$ cat src/rtl/tcf_pkg.sv
package tcf_pkg;
    localparam int NCH    = 3;
    localparam int BYTE_W = 8;
    localparam int CNT_W  = 2 * BYTE_W;
    localparam int MODE_W = 3;
    localparam int ACC_W  = 2;
    localparam int STS_W  = BYTE_W;

    typedef enum logic [ACC_W-1:0] {
        ACC_LATCH = 2'd0,
        ACC_LO    = 2'd1,
        ACC_HI    = 2'd2,
        ACC_WORD  = 2'd3
    } acc_e;

    typedef struct packed {
        logic set_mode;
        logic latch_cnt;
        logic latch_sts;
        logic data_wr;
    } chan_cmd_t;

    typedef struct packed {
        logic [MODE_W-1:0] mode;
        logic              bcd;
        acc_e              acc;
        logic              wr_hi;
        logic [BYTE_W-1:0] wr_hold;
        logic              rd_hi;
        logic [CNT_W-1:0]  cnt_lat;
        acc_e              cnt_pend;
        logic [STS_W-1:0]  sts_lat;
        logic              sts_pend;
        logic              null_cnt;
        logic              ld_stb;
        logic [CNT_W-1:0]  ld_val;
    } chan_st_t;
endpackage

$ cat src/rtl/tcf_cmd_decode.sv
module tcf_cmd_decode
    import tcf_pkg::*;
(
    input  logic                       wr_en,
    input  logic [1:0]                 addr,
    input  logic [BYTE_W-1:0]          wdata,
    output chan_cmd_t [NCH-1:0]        cmd,
    output logic [MODE_W-1:0]          mode_f,
    output acc_e                       acc_f,
    output logic                       bcd_f
);
    localparam logic [1:0] CMD_ADDR = 2'd3;
    localparam logic [1:0] SEL_CAPT = 2'd3;

    logic       ctl_wr;
    logic [1:0] sel;
    logic       capt;
    logic [MODE_W-1:0] raw_mode;

    always_comb begin
        ctl_wr   = wr_en && (addr == CMD_ADDR);
        sel      = wdata[7:6];
        capt     = (sel == SEL_CAPT);
        raw_mode = wdata[3:1];
        mode_f   = (raw_mode > 3'd5) ? raw_mode - 3'd4 : raw_mode;
        acc_f    = acc_e'(wdata[5:4]);
        bcd_f    = wdata[0];
    end

    for (genvar i = 0; i < NCH; i++) begin : g_ch
        always_comb begin
            cmd[i].set_mode  = ctl_wr && !capt && (sel == 2'(i)) && (wdata[5:4] != 2'd0);
            cmd[i].latch_cnt = ctl_wr && ((!capt && (sel == 2'(i)) && (wdata[5:4] == 2'd0))
                                       || (capt && wdata[i+1] && !wdata[5]));
            cmd[i].latch_sts = ctl_wr && capt && wdata[i+1] && !wdata[4];
            cmd[i].data_wr   = wr_en && (addr == 2'(i));
        end
    end
endmodule

$ cat src/rtl/tcf_chan.sv
module tcf_chan
    import tcf_pkg::*;
(
    input  logic                clk,
    input  logic                rst_n,
    input  chan_cmd_t           cmd,
    input  logic [MODE_W-1:0]   mode_f,
    input  acc_e                acc_f,
    input  logic                bcd_f,
    input  logic [BYTE_W-1:0]   wdata,
    input  logic                rd_sel,
    input  logic [CNT_W-1:0]    live_cnt,
    input  logic                out_lvl,
    input  logic                took,
    output logic [BYTE_W-1:0]   rd_byte,
    output logic [MODE_W-1:0]   mode,
    output logic                bcd,
    output logic [ACC_W-1:0]    acc,
    output logic                ld_stb,
    output logic [CNT_W-1:0]    ld_val
);
    chan_st_t st_q, st_d;

    always_comb begin
        // read data mux: status, then frozen count, then live count
        if (st_q.sts_pend) begin
            rd_byte = st_q.sts_lat;
        end else if (st_q.cnt_pend != ACC_LATCH) begin
            rd_byte = (st_q.cnt_pend == ACC_HI) ? st_q.cnt_lat[CNT_W-1:BYTE_W]
                                                : st_q.cnt_lat[BYTE_W-1:0];
        end else begin
            case (st_q.acc)
                ACC_HI:   rd_byte = live_cnt[CNT_W-1:BYTE_W];
                ACC_WORD: rd_byte = st_q.rd_hi ? live_cnt[CNT_W-1:BYTE_W]
                                               : live_cnt[BYTE_W-1:0];
                default:  rd_byte = live_cnt[BYTE_W-1:0];
            endcase
        end
    end

    always_comb begin
        st_d        = st_q;
        st_d.ld_stb = 1'b0;

        if (took) st_d.null_cnt = 1'b0;

        // read side effects
        if (rd_sel) begin
            if (st_q.sts_pend) begin
                st_d.sts_pend = 1'b0;
            end else if (st_q.cnt_pend != ACC_LATCH) begin
                st_d.cnt_pend = (st_q.cnt_pend == ACC_WORD) ? ACC_HI : ACC_LATCH;
            end else if (st_q.acc == ACC_WORD) begin
                st_d.rd_hi = !st_q.rd_hi;
            end
        end

        if (cmd.set_mode) begin
            st_d.mode  = mode_f;
            st_d.acc   = acc_f;
            st_d.bcd   = bcd_f;
            st_d.wr_hi = 1'b0;
            st_d.rd_hi = 1'b0;
        end

        if (cmd.latch_cnt && (st_q.cnt_pend == ACC_LATCH)) begin
            st_d.cnt_lat  = live_cnt;
            st_d.cnt_pend = st_q.acc;
        end

        if (cmd.latch_sts && !st_q.sts_pend) begin
            st_d.sts_lat  = {out_lvl, st_q.null_cnt, st_q.acc, st_q.mode, st_q.bcd};
            st_d.sts_pend = 1'b1;
        end

        if (cmd.data_wr) begin
            case (st_q.acc)
                ACC_HI: begin
                    st_d.ld_stb = 1'b1;
                    st_d.ld_val = {wdata, {BYTE_W{1'b0}}};
                end
                ACC_WORD: begin
                    if (!st_q.wr_hi) begin
                        st_d.wr_hold = wdata;
                        st_d.wr_hi   = 1'b1;
                    end else begin
                        st_d.ld_stb = 1'b1;
                        st_d.ld_val = {wdata, st_q.wr_hold};
                        st_d.wr_hi  = 1'b0;
                    end
                end
                default: begin
                    st_d.ld_stb = 1'b1;
                    st_d.ld_val = {{BYTE_W{1'b0}}, wdata};
                end
            endcase
            if (st_d.ld_stb) st_d.null_cnt = 1'b1;
        end
    end

    always_ff @(posedge clk) begin
        if (!rst_n) begin
            st_q     <= '0;
            st_q.acc <= ACC_WORD;
        end else begin
            st_q <= st_d;
        end
    end

    assign mode   = st_q.mode;
    assign bcd    = st_q.bcd;
    assign acc    = st_q.acc;
    assign ld_stb = st_q.ld_stb;
    assign ld_val = st_q.ld_val;

    // a programmed mode never leaves the legal range
    a_r2_mode_legal: assert property (@(posedge clk) disable iff (!rst_n)
        st_q.mode <= 3'd5);
    // a pending frozen count is not replaced until it is read
    a_r4_cnt_hold: assert property (@(posedge clk) disable iff (!rst_n)
        (st_q.cnt_pend != ACC_LATCH && !rd_sel) |=> $stable(st_q.cnt_lat));
    // a pending frozen status is not replaced until it is read
    a_r4_sts_hold: assert property (@(posedge clk) disable iff (!rst_n)
        (st_q.sts_pend && !rd_sel) |=> $stable(st_q.sts_lat));
    // programming restarts both byte sequences
    a_r9_seq_clear: assert property (@(posedge clk) disable iff (!rst_n)
        (cmd.set_mode && !cmd.data_wr && !rd_sel) |=> (!st_q.wr_hi && !st_q.rd_hi));
    // a strobe is always accompanied by the not-yet-loaded flag
    a_r11_null_set: assert property (@(posedge clk) disable iff (!rst_n)
        st_q.ld_stb |-> st_q.null_cnt);
endmodule

$ cat src/rtl/timer_regfront.sv
module timer_regfront
    import tcf_pkg::*;
(
    input  logic                    clk,
    input  logic                    rst_n,
    input  logic                    wr_en,
    input  logic                    rd_en,
    input  logic [1:0]              addr,
    input  logic [BYTE_W-1:0]       wdata,
    output logic [BYTE_W-1:0]       rdata,
    input  logic [NCH*CNT_W-1:0]    live_count,
    input  logic [NCH-1:0]          out_lvl,
    input  logic [NCH-1:0]          cnt_taken,
    output logic [NCH-1:0]          load_stb,
    output logic [NCH*CNT_W-1:0]    load_val,
    output logic [NCH*MODE_W-1:0]   ch_mode,
    output logic [NCH-1:0]          ch_bcd,
    output logic [NCH*ACC_W-1:0]    ch_access
);
    chan_cmd_t [NCH-1:0]   cmd;
    logic [MODE_W-1:0]     mode_f;
    acc_e                  acc_f;
    logic                  bcd_f;
    logic [BYTE_W-1:0]     rd_byte [NCH];

    tcf_cmd_decode u_dec (
        .wr_en  (wr_en),
        .addr   (addr),
        .wdata  (wdata),
        .cmd    (cmd),
        .mode_f (mode_f),
        .acc_f  (acc_f),
        .bcd_f  (bcd_f)
    );

    for (genvar i = 0; i < NCH; i++) begin : g_ch
        tcf_chan u_ch (
            .clk      (clk),
            .rst_n    (rst_n),
            .cmd      (cmd[i]),
            .mode_f   (mode_f),
            .acc_f    (acc_f),
            .bcd_f    (bcd_f),
            .wdata    (wdata),
            .rd_sel   (rd_en && (addr == 2'(i))),
            .live_cnt (live_count[i*CNT_W +: CNT_W]),
            .out_lvl  (out_lvl[i]),
            .took     (cnt_taken[i]),
            .rd_byte  (rd_byte[i]),
            .mode     (ch_mode[i*MODE_W +: MODE_W]),
            .bcd      (ch_bcd[i]),
            .acc      (ch_access[i*ACC_W +: ACC_W]),
            .ld_stb   (load_stb[i]),
            .ld_val   (load_val[i*CNT_W +: CNT_W])
        );
    end

    always_comb begin
        rdata = '0;
        for (int i = 0; i < NCH; i++) begin
            if (addr == 2'(i)) rdata = rd_byte[i];
        end
    end

    // at most one channel loads per cycle
    a_r8_one_load: assert property (@(posedge clk) disable iff (!rst_n)
        $onehot0(load_stb));
    // the command port reads as zero
    a_r10_cmd_read_zero: assert property (@(posedge clk) disable iff (!rst_n)
        (rd_en && addr == 2'd3) |-> (rdata == '0));
endmodule

$ cat config.mk
export PLATFORM = sky130hd
export DESIGN_NAME = timer_regfront
export DESIGN_NICKNAME = d
export VERILOG_FILES = /design/src/rtl/tcf_pkg.sv /design/src/rtl/tcf_cmd_decode.sv /design/src/rtl/tcf_chan.sv /design/src/rtl/timer_regfront.sv
export SDC_FILE = /design/constraint.sdc
export NUM_CORES = 1
export LEC_CHECK = 0
export BUFFER_PORTS_ARGS = -buffer_cell sky130_fd_sc_hd__buf_2
export CORE_MARGIN = 1
export CORE_UTILIZATION = 50
export CTS_CLUSTER_DIAMETER = 40
export DETAILED_ROUTE_END_ITERATION = 16
export GPL_ROUTABILITY_DRIVEN = 0
export PLACE_DENSITY = 0.69
export SYNTH_ARGS = -nofsm -noshare
export SYNTH_HDL_FRONTEND = slang
export SYNTH_HIERARCHICAL = 1
export SYNTH_SLANG_ARGS = --single-unit
$ cat constraint.sdc
create_clock -name clk -period 2 [get_ports clk]
set_clock_uncertainty 0.05 [all_clocks]
set_input_delay 0.1 -clock clk [delete_from_list [all_inputs] [get_ports clk]]
set_output_delay 0.1 -clock clk [all_outputs]
set_load 0.05 [all_outputs]
After elaboration in Yosys (flattened, before gate mapping)
Cells that the tools add are included.
{"block": "word_totals", "regBits": 183, "latch_bits": 0, "ramBits": 0, "romBits": 0, "input_bits": 68, "output_inout_bits": 77, "word_cells": 239, "mem_count": 0}
{"block": "classes", "add_sub_neg": 1, "multipliers": 0, "div": 0, "n_lt_le_gt_ge": 1, "eq_ne": 24, "n_shift": 0, "mux": 73, "n_bitwise": 10, "reduce_logical": 91}
{"operator": "2-to-1 mux 8 bit", "count": 18}
{"operator": "2-to-1 mux 17 bit", "count": 6}
{"operator": "one-hot mux 17 bit (2 select lines)", "count": 3}
{"operator": "2-to-1 mux 18 bit", "count": 3}
{"operator": "2-to-1 mux 9 bit", "count": 6}
{"operator": "one-hot mux 8 bit (2 select lines)", "count": 3}
{"operator": "logical AND 1 bit", "count": 42}
{"operator": "== test 2 bit (second input constant)", "count": 16}
{"operator": "2-to-1 mux 2 bit", "count": 15}
{"operator": "nonzero test 2 bit", "count": 13}
{"operator": "2-to-1 mux 1 bit", "count": 18}
{"operator": "AND reduction 3 bit", "count": 6}
{"operator": "logical NOT 2 bit", "count": 6}
{"operator": "AND reduction 2 bit", "count": 6}
{"operator": "AND reduction 4 bit", "count": 3}
{"operator": "NOT 1 bit", "count": 10}
{"operator": "logical NOT 1 bit", "count": 9}
{"operator": "inequality test 3 x 2 -> 1 bit (second input constant)", "count": 3}
{"operator": "inequality test 2 bit (second input constant)", "count": 3}
{"operator": "OR reduction 2 bit", "count": 3}
{"operator": "== test 2 x 1 -> 1 bit (second input constant)", "count": 2}
{"operator": "> comparator 3 bit (second input constant)", "count": 1}
{"operator": "logical OR 1 bit", "count": 3}
{"operator": "2-to-1 mux 3 bit", "count": 1}
{"operator": "subtractor 3 bit (second input constant)", "count": 1}

Longest topological paths before layout
Gate-level depths: netlist of run 1.
{"block": "logic_depth", "depth_word": 9, "depth_mapped": 7, "ltp_nobuf": 5}

Cells and area by module
Netlist of run 1, hierarchy kept.
{"mod": "tcf_chan", "n_inst": 3, "cells_per_inst": 344, "area_per_inst_um2": 2805.2, "seq_area_each_um2": 1221.2}
{"mod": "tcf_cmd_decode", "n_inst": 1, "cells_per_inst": 33, "area_per_inst_um2": 209.0, "seq_area_each_um2": 0.0}
{"mod": "timer_regfront", "n_inst": 1, "cells_per_inst": 23, "area_per_inst_um2": 200.2, "seq_area_each_um2": 0.0}

Worst setup path after synthesis of run 1
Ideal clock, no wire load.
{"block": "synth_path", "path_kind": "register -> output", "start": "register, netlist name g_ch[1].u_ch/acc[1]", "end": "output rdata[6]", "arrival_time_ns": 1.993, "t_required_ns": 1.850, "setup_slack_ns": -0.143, "stages_incl_launch_ff": 8, "path_buffers": 2, "path_cell_list": "dfxtp_1 > buf_2 > clkinv_1 > clkbuf_1 > o211ai_1 > a32oi_1 > mux2i_1 > o2bb2ai_1"}
{"item": "to (decl)", "line_no": "timer_regfront.sv:10", "text": "output logic [BYTE_W-1:0] rdata,"}

==> metrics.md, run 1 <==
| Metric | Value |
|---|---|
| Outcome | `complete, but fails checks` |
| Failing checks | `negative setup slack` |
| Worst Max-Slew Pin Slew | `0.5094 ns` |
| Clk network pwr share | `around two fifths` |
| Wire length per cell | `17.67 um` |
| Die Height | `134.9 um` |
| Max-cap violations | `0` |
| Synthesized cell area | `0.008825 mm2` |
| Die Area | `0.01818 mm2` |
| Hold Fails Final Rpt | `0` |
| Drt drc | `0` |
| Inserted Diodes | `0` |
| Row Count | `48` |
| Max Freq | `462.5 MHz` |
| Synth Register Bits | `183` |
| Cell Chain, Critical Path | `nor2_2 -> buf_4 -> nand4_1 -> a32oi_1 -> mux2i_2 -> o2bb2ai_2 -> buf_6` |
| # IOs | `145` |
| H-tree depth | `4` |
| Worst r2r dst | `g_ch[0].u_ch/st_q[45]` |
| P_leak | `4.164 nW` |
| Initial DRC count | `~700` |
| Root buf cell | `clkbuf_16` |
| Gate power share | `between 10% and 20%` |
| Slowest CP cell | `dfxtp_2` |
| Hold path depth | `4` |
| Synth unique cells | `46` |
| Hold Crit Start | `wdata[7]` |
| Gr ovfl total | `0` |
| Slew HR | `about two thirds` |
| CTS Sinks | `183` |
| Setup ws final | `-0.1621 ns` |
| Gr usage total | `~29%` |
| Reg-to-Reg Start | `g_ch[0].u_ch/acc[1]` |
| Startpoint types | `register` |
| Final HPWL DP | `between 15 and 20 mm` |
| Share of cells above drive strength 1 | `approximately 28%` |
| RSZ-0062 raised after global routing | `yes` |
| Die span in x | `approximately 130 um` |
| Initial antenna violation count | `0` |
| Sw frac | `between 20 and 30%` |
| Crit Path Class | `reg -> out` |
| Buf/Inv on CP | `2` |
| Worst VDD drop | `0.0006490 V` |
| Sequential share of the synthesized area | `between 40% and 50%` |
| Skew-Pair Late Insertion Delay | `0.43 ns` |
| Initial core utilization | `51.20%` |
| Total power divided by cell area | `roughly 720 mW/mm2` |
| Final min period | `roughly 2.2 ns` |
| Total CTS buffers | `17` |
| Filler Cells Inserted | `around 1500` |
| Yosys warning count | `6` |
| Dominant cells by area after synthesis | `dfxtp_1, nand2_1, a21oi_1` |
| IO Port Bufs | `144` |
| Final WL | `26.07 mm` |
| Hold endpoint | `g_ch[2].u_ch/st_q[53]` |
| CTS tree | `built` |
| Fraction of registers with async set/reset | `0%` |
| Sequential cell fraction of total power | `46.4%` |
| Syn Nets | `1156` |
| Worst Path Required | `1.85 ns` |
| Final Max Tran Viols | `0` |
| # nets final | `roughly 1300` |
| Period Utilization, post-route | `108.1%` |
| Largest area contributor in the netlist | `dfxtp_1` |
| Vias | `approximately 8400` |
| P_sw | `~2.3 mW` |
| Internal power | `between 5 and 6 mW` |
| Clock Tree Buf Depth | `2` |
| Reg2reg setup slack | `0.29 ns` |
| First-pass GRT wire length | `40.73 mm` |
| Top Family by Delay on Critical Path | `compound AO/OA/AOI/OAI gates` |
| Most frequent cell after synthesis | `nand2_1` |
| Count of final setup violators | `8` |
| Post-synthesis cell count | `1088` |
| Most common library cells after synthesis | `nand2_1, dfxtp_1, a21oi_1, buf_4, clkbuf_1` |
| Crit Path Max Fanout | `8` |
| Ys flop type | `dfxtp_1` |
| Post-DR vias/cell | `5.697` |
| Crit end category | `output pin` |
| CORE AREA | `about 0.017 mm2` |
| CP arrival | `roughly 2 ns` |
| Synth Area per Inst | `8.111 um2` |
| Post-synth top area share | `41.51%` |
| Detailed Routing Iterations Pass 1 | `5` |
| Post-synth EDFFs | `0` |
| Vias in the first global route | `7529` |
| Min-Delay Path Class | `in -> reg` |
| Worst path max stage delay | `0.37 ns` |
| Area grow syn2layout | `26.63%` |
| Setup_tns | `-1.110 ns` |
| Post-route ant nets | `0` |
| Final core utilization | `64.83%` |
| Worst R2R Path Depth | `5` |
| Pin count of the biggest net entering global routing | `42` |
| Clock transition at the registers of the reported paths | `0.08 ns` |
## final cells by class
type                       count  area, um2  share of cell area, %
clock buffer                  17      425.4                  3.807
clock inverter                15      136.4                  1.220
inverter                      38      143.9                  1.288
multi-input combinational    706       4448                  39.81
sequential                   183       3681                  32.94
tap                          225      281.5                  2.519
timing repair buffer         291       2058                  18.42
## worst min-delay path, stage by stage
cell and delay, ns:
buf_2 0.13, buf_4 0.14, nand2_1 0.05, a21oi_1 0.05
## power groups by stage
stage / clock [mW] / combinational (mW) / sequential, mW
global placement: 0 / 0.856 / 3.81
detailed placement: 0 / 0.860 / 3.81
finish: 3.25 / 1.05 / 3.72
CTS: 3.31 / 1.02 / 3.72
floorplan: 0 / 0.538 / 3.80
global route: 3.45 / 1.11 / 3.73
## flip-flops by register name (all words and copies together), names as in the netlist
register,flops
g_ch.u_ch/st_q,114
g_ch.u_ch/acc,6
g_ch.u_ch/mode,9
g_ch.u_ch/ld_stb,3
g_ch.u_ch/ld_val,48
g_ch.u_ch/bcd,3
## layout by cell type (no fill, tap or decap), drive strengths merged, types with 2 or more instances in the layout
cell type,instances
buf,236
nand2,231
dfxtp,183
a21oi,135
dlygate4sd3,55
inv,44
nor2b,34
o211ai,30
nand3,26
nand4,24
a311oi,24
a22o,24
a221oi,24
a32oi,24
mux2i,23
nor2,20
clkbuf,17
nand2b,12
o2bb2ai,8
clkinv,8
and2,7
nor3,6
or2,5
nor3b,5
nand3b,4
a211oi,4
and4b,3
nand4b,3
a311o,3
o31ai,3
or4,3
or3b,3
o21ai,3
o21a,3
and3,3
a22oi,3
and3b,2
a2111oi,2
## metrics by stage
step | instances | setup slack (ns) | instance area, um2 | hold WS [ns] | power [mW]
after floorplan | 1088 | 0.1356 | 8875 | 0.1119 | 4.338
after global placement | 1386 | -0.04985 | 9656 | 0.2915 | 4.664
after detailed placement | 1386 | -0.08372 | 9656 | 0.3007 | 4.668
after CTS | 1474 | -0.1778 | 11060 | 0.01747 | 8.051
after global routing | 1475 | -0.2632 | 11170 | 0.04278 | 8.289
final | 1475 | -0.1621 | 11170 | 0.03637 | 8.022
## worst max-delay path by stage
stage	startpoint	end	slack (ns)	cells past startpoint
floorplan	g_ch[1].u_ch/acc[1]	rdata[6]	0.14	7
global placement	wdata[4]	g_ch[1].u_ch/st_q[44]	-0.05	7
detailed placement	wdata[4]	g_ch[1].u_ch/st_q[34]	-0.08	7
CTS	g_ch[0].u_ch/acc[0]	rdata[7]	-0.18	7
global route	g_ch[1].u_ch/st_q[28]	rdata[0]	-0.26	7
finish	g_ch[1].u_ch/st_q[28]	rdata[0]	-0.16	7
## routing by layer
metal	track usage [%]	part of all wire [%]	up-vias
li1	-	-	4083
met1	40.95	46	3934
met2	44.85	46	361
met3	4.467	6.3	25
met4	7.865	1.5	0
met5	0	0	-
## repair_timing
item                                   in CTS  in global routing
gates cloned                                1                  1
hold buffers                               55                  0
setup endpoints to repair                   8                  8
gates resized for setup                    64                 27
endpoints found under the hold margin      56                  0
pin swaps                                  23                 14
setup buffers                               1                  0
## cells by family (layout without fill, tap and decap cells)
kind of cell / Yosys count / count (layout) / share of synthesized area (%)
AOI/OAI and AO/OA: 291 / 291 / 22.77
muxes: 23 / 23 / 2.609
buffers and inverters: 199 / 361 / 11.98
and+or+nand+nor: 392 / 392 / 21.13
DFF: 183 / 183 / 41.51
No activity file was read; power rests on OpenSTA's default activity.
==> inputs of run 2 (changes only) <==
TNS_END_PERCENT = 50   (was unset)
==> metrics.md, run 2 (same netlist as run 1, synthesis figures left out) <==
| Metric | Value |
|---|---|
| Clk network pwr share | `41.3%` |
| Final Max Tran Viols | `0` |
| Die Area | `~0.018 mm2` |
| Die span in x | `134.9 um` |
| Max-cap violations | `0` |
| Hold Fails Final Rpt | `0` |
| Sw frac | `26.50%` |
| Most common cell after layout, fill and taps aside | `nand2_1` |
| H-tree depth | `4` |
| CP arrival | `2.06 ns` |
| # nets final | `1306` |
| Initial core utilization | `51.20%` |
| Initial antenna violation count | `0` |
| Area grow syn2layout | `26.17%` |
| Pin count of the biggest net entering global routing | `39` |
| Startpoint types | `register` |
| Share of cells above drive strength 1 | `26.64%` |
| Period Utilization, post-route | `110.6%` |
| Worst VDD drop | `0.0006492 V` |
| Hold_ws | `0.03204 ns` |
| Post-route ant nets | `0` |
| Initial DRC count | `662` |
| Root buf cell | `clkbuf_16` |
| Outcome | `complete, but fails checks` |
| Gr usage total | `approximately 29%` |
| # IOs | `145` |
| P_sw | `between 2 and 2.5 mW` |
| CTS Sinks | `183` |
| Crit end category | `output pin` |
| Vias | `8393` |
| Clock transition at the registers of the reported paths | `0.07 ns` |
| Drt drc | `0` |
| Clock Tree Buf Depth | `2` |
| Dpl ws | `-0.1316 ns` |
| Internal power | `a little under 6 mW` |
| Gate power share | `12.7%` |
| Worst Path Required | `1.85 ns` |
| Failing checks | `negative setup slack` |
| CORE AREA | `0.01724 mm2` |
| Skew-Pair Late Insertion Delay | `0.43 ns` |
| Crit Path Class | `reg -> out` |
| Placed cell area | `~0.0096 mm2` |
| Die Height | `134.9 um` |
| Commonest non-fill, non-tap cells in the layout | `nand2_1, dfxtp_1, buf_2, a21oi_1, buf_4` |
| Slew HR | `roughly two thirds` |
| Row Count | `48` |
| Final WL | `between 20 and 30 mm` |
| RSZ-0062 raised after global routing | `yes` |
| Max Freq | `452.1 MHz` |
| CTS tree | `built` |
| Crit Path Max Fanout | `11` |
| Final core utilization | `64.60%` |
| Largest reg by FF count | `g_ch.u_ch/st_q` |
| Wire length per cell | `around 17 um` |
| Detailed Routing Iterations Pass 1 | `5` |
| Total CTS buffers | `17` |
| Final min period | `2.212 ns` |
| Vias in the first global route | `roughly 8000` |
| First-pass GRT wire length | `41.12 mm` |
| IO Port Bufs | `144` |
| P_leak | `4.151 nW` |
| Count of final setup violators | `8` |
| Setup ws final | `-0.2120 ns` |
| Largest register FFs | `114` |
| Post-layout instance area | `roughly 0.011 mm2` |
| Total power divided by cell area | `727.5 mW/mm2` |
| Gr ovfl total | `0` |
| Final HPWL DP | `between 15 and 20 mm` |
| Worst Max-Slew Pin Slew | `about 0.5 ns` |
| Min-Delay Path Class | `in -> reg` |
| Sequential cell fraction of total power | `46.0%` |
| Inserted Diodes | `0` |
| Post-DR vias/cell | `5.690` |
[run 2: final timing paths]
kind / from / end / slack [ns] / cells after the start
worst max-delay path: g_ch[0].u_ch/st_q[27] / rdata[4] / -0.21 / 7
worst min-delay path: wdata[0] / g_ch[2].u_ch/st_q[46] / 0.03 / 3
worst max register to register: g_ch[0].u_ch/st_q[28] / g_ch[0].u_ch/st_q[45] / 0.12 / 6
worst min register to register: g_ch[1].u_ch/st_q[17] / g_ch[1].u_ch/st_q[25] / 0.40 / 2
[run 2: through the flow]
| step | TNS (ns) | power (mW) | std cells |
|---|---|---|---|
| finish | -1.505 | 8.100 | 1475 |
| global route | -2.022 | 8.363 | 1475 |
| CTS | -1.302 | 8.109 | 1475 |
| detailed placement | -2.003 | 4.658 | 1384 |
| global placement | -0.8219 | 4.651 | 1384 |
| floorplan | -0.4963 | 4.329 | 1088 |
[run 2: final cells by class]
class	instances	area [um2]
multi-input cells	706	4392
clock inverters	14	151.4
flip-flops and latches	183	3681
fillers	1478	6102
inverters	38	145.1
clock buffers	17	425.4
well taps	225	281.5
repair buffers	292	2058
[run 2: per-layer routing]
metal	vias to the layer above	wire, um	track usage [%]	part of all wire [%]
met5	-	0	0	0
met2	308	11840	44.50	46
met1	3975	11560	39.88	45
met3	44	1788	5.968	6.9
li1	4066	-	-	-
met4	0	612	9.488	2.4
[run 2: worst max-delay path: stages (launching register included)]
cell	delay (ns)
dfxtp_4	0.39
buf_12	0.15
nor2b_2	0.05
a221oi_2	0.26
a32oi_2	0.20
mux2i_2	0.28
o2bb2ai_1	0.09
buf_4	0.19
[run 2: what timing repair did]
item | in CTS | in global routing
endpoints found under the setup margin | 8 | 8
gates cloned | 1 | 0
pin swaps | 20 | 8
endpoints found under the hold margin | 56 | 0
gates resized for setup | 72 | 10
hold buffers | 56 | 0
setup buffers | 3 | 0
[run 2: power groups by stage]
stage	Clock (mW)	Sequential, mW	Combinational [mW]
floorplan	0	3.80	0.528
global placement	0	3.81	0.843
detailed placement	0	3.81	0.848
CTS	3.38	3.72	1.00
global route	3.54	3.73	1.09
finish	3.34	3.73	1.03
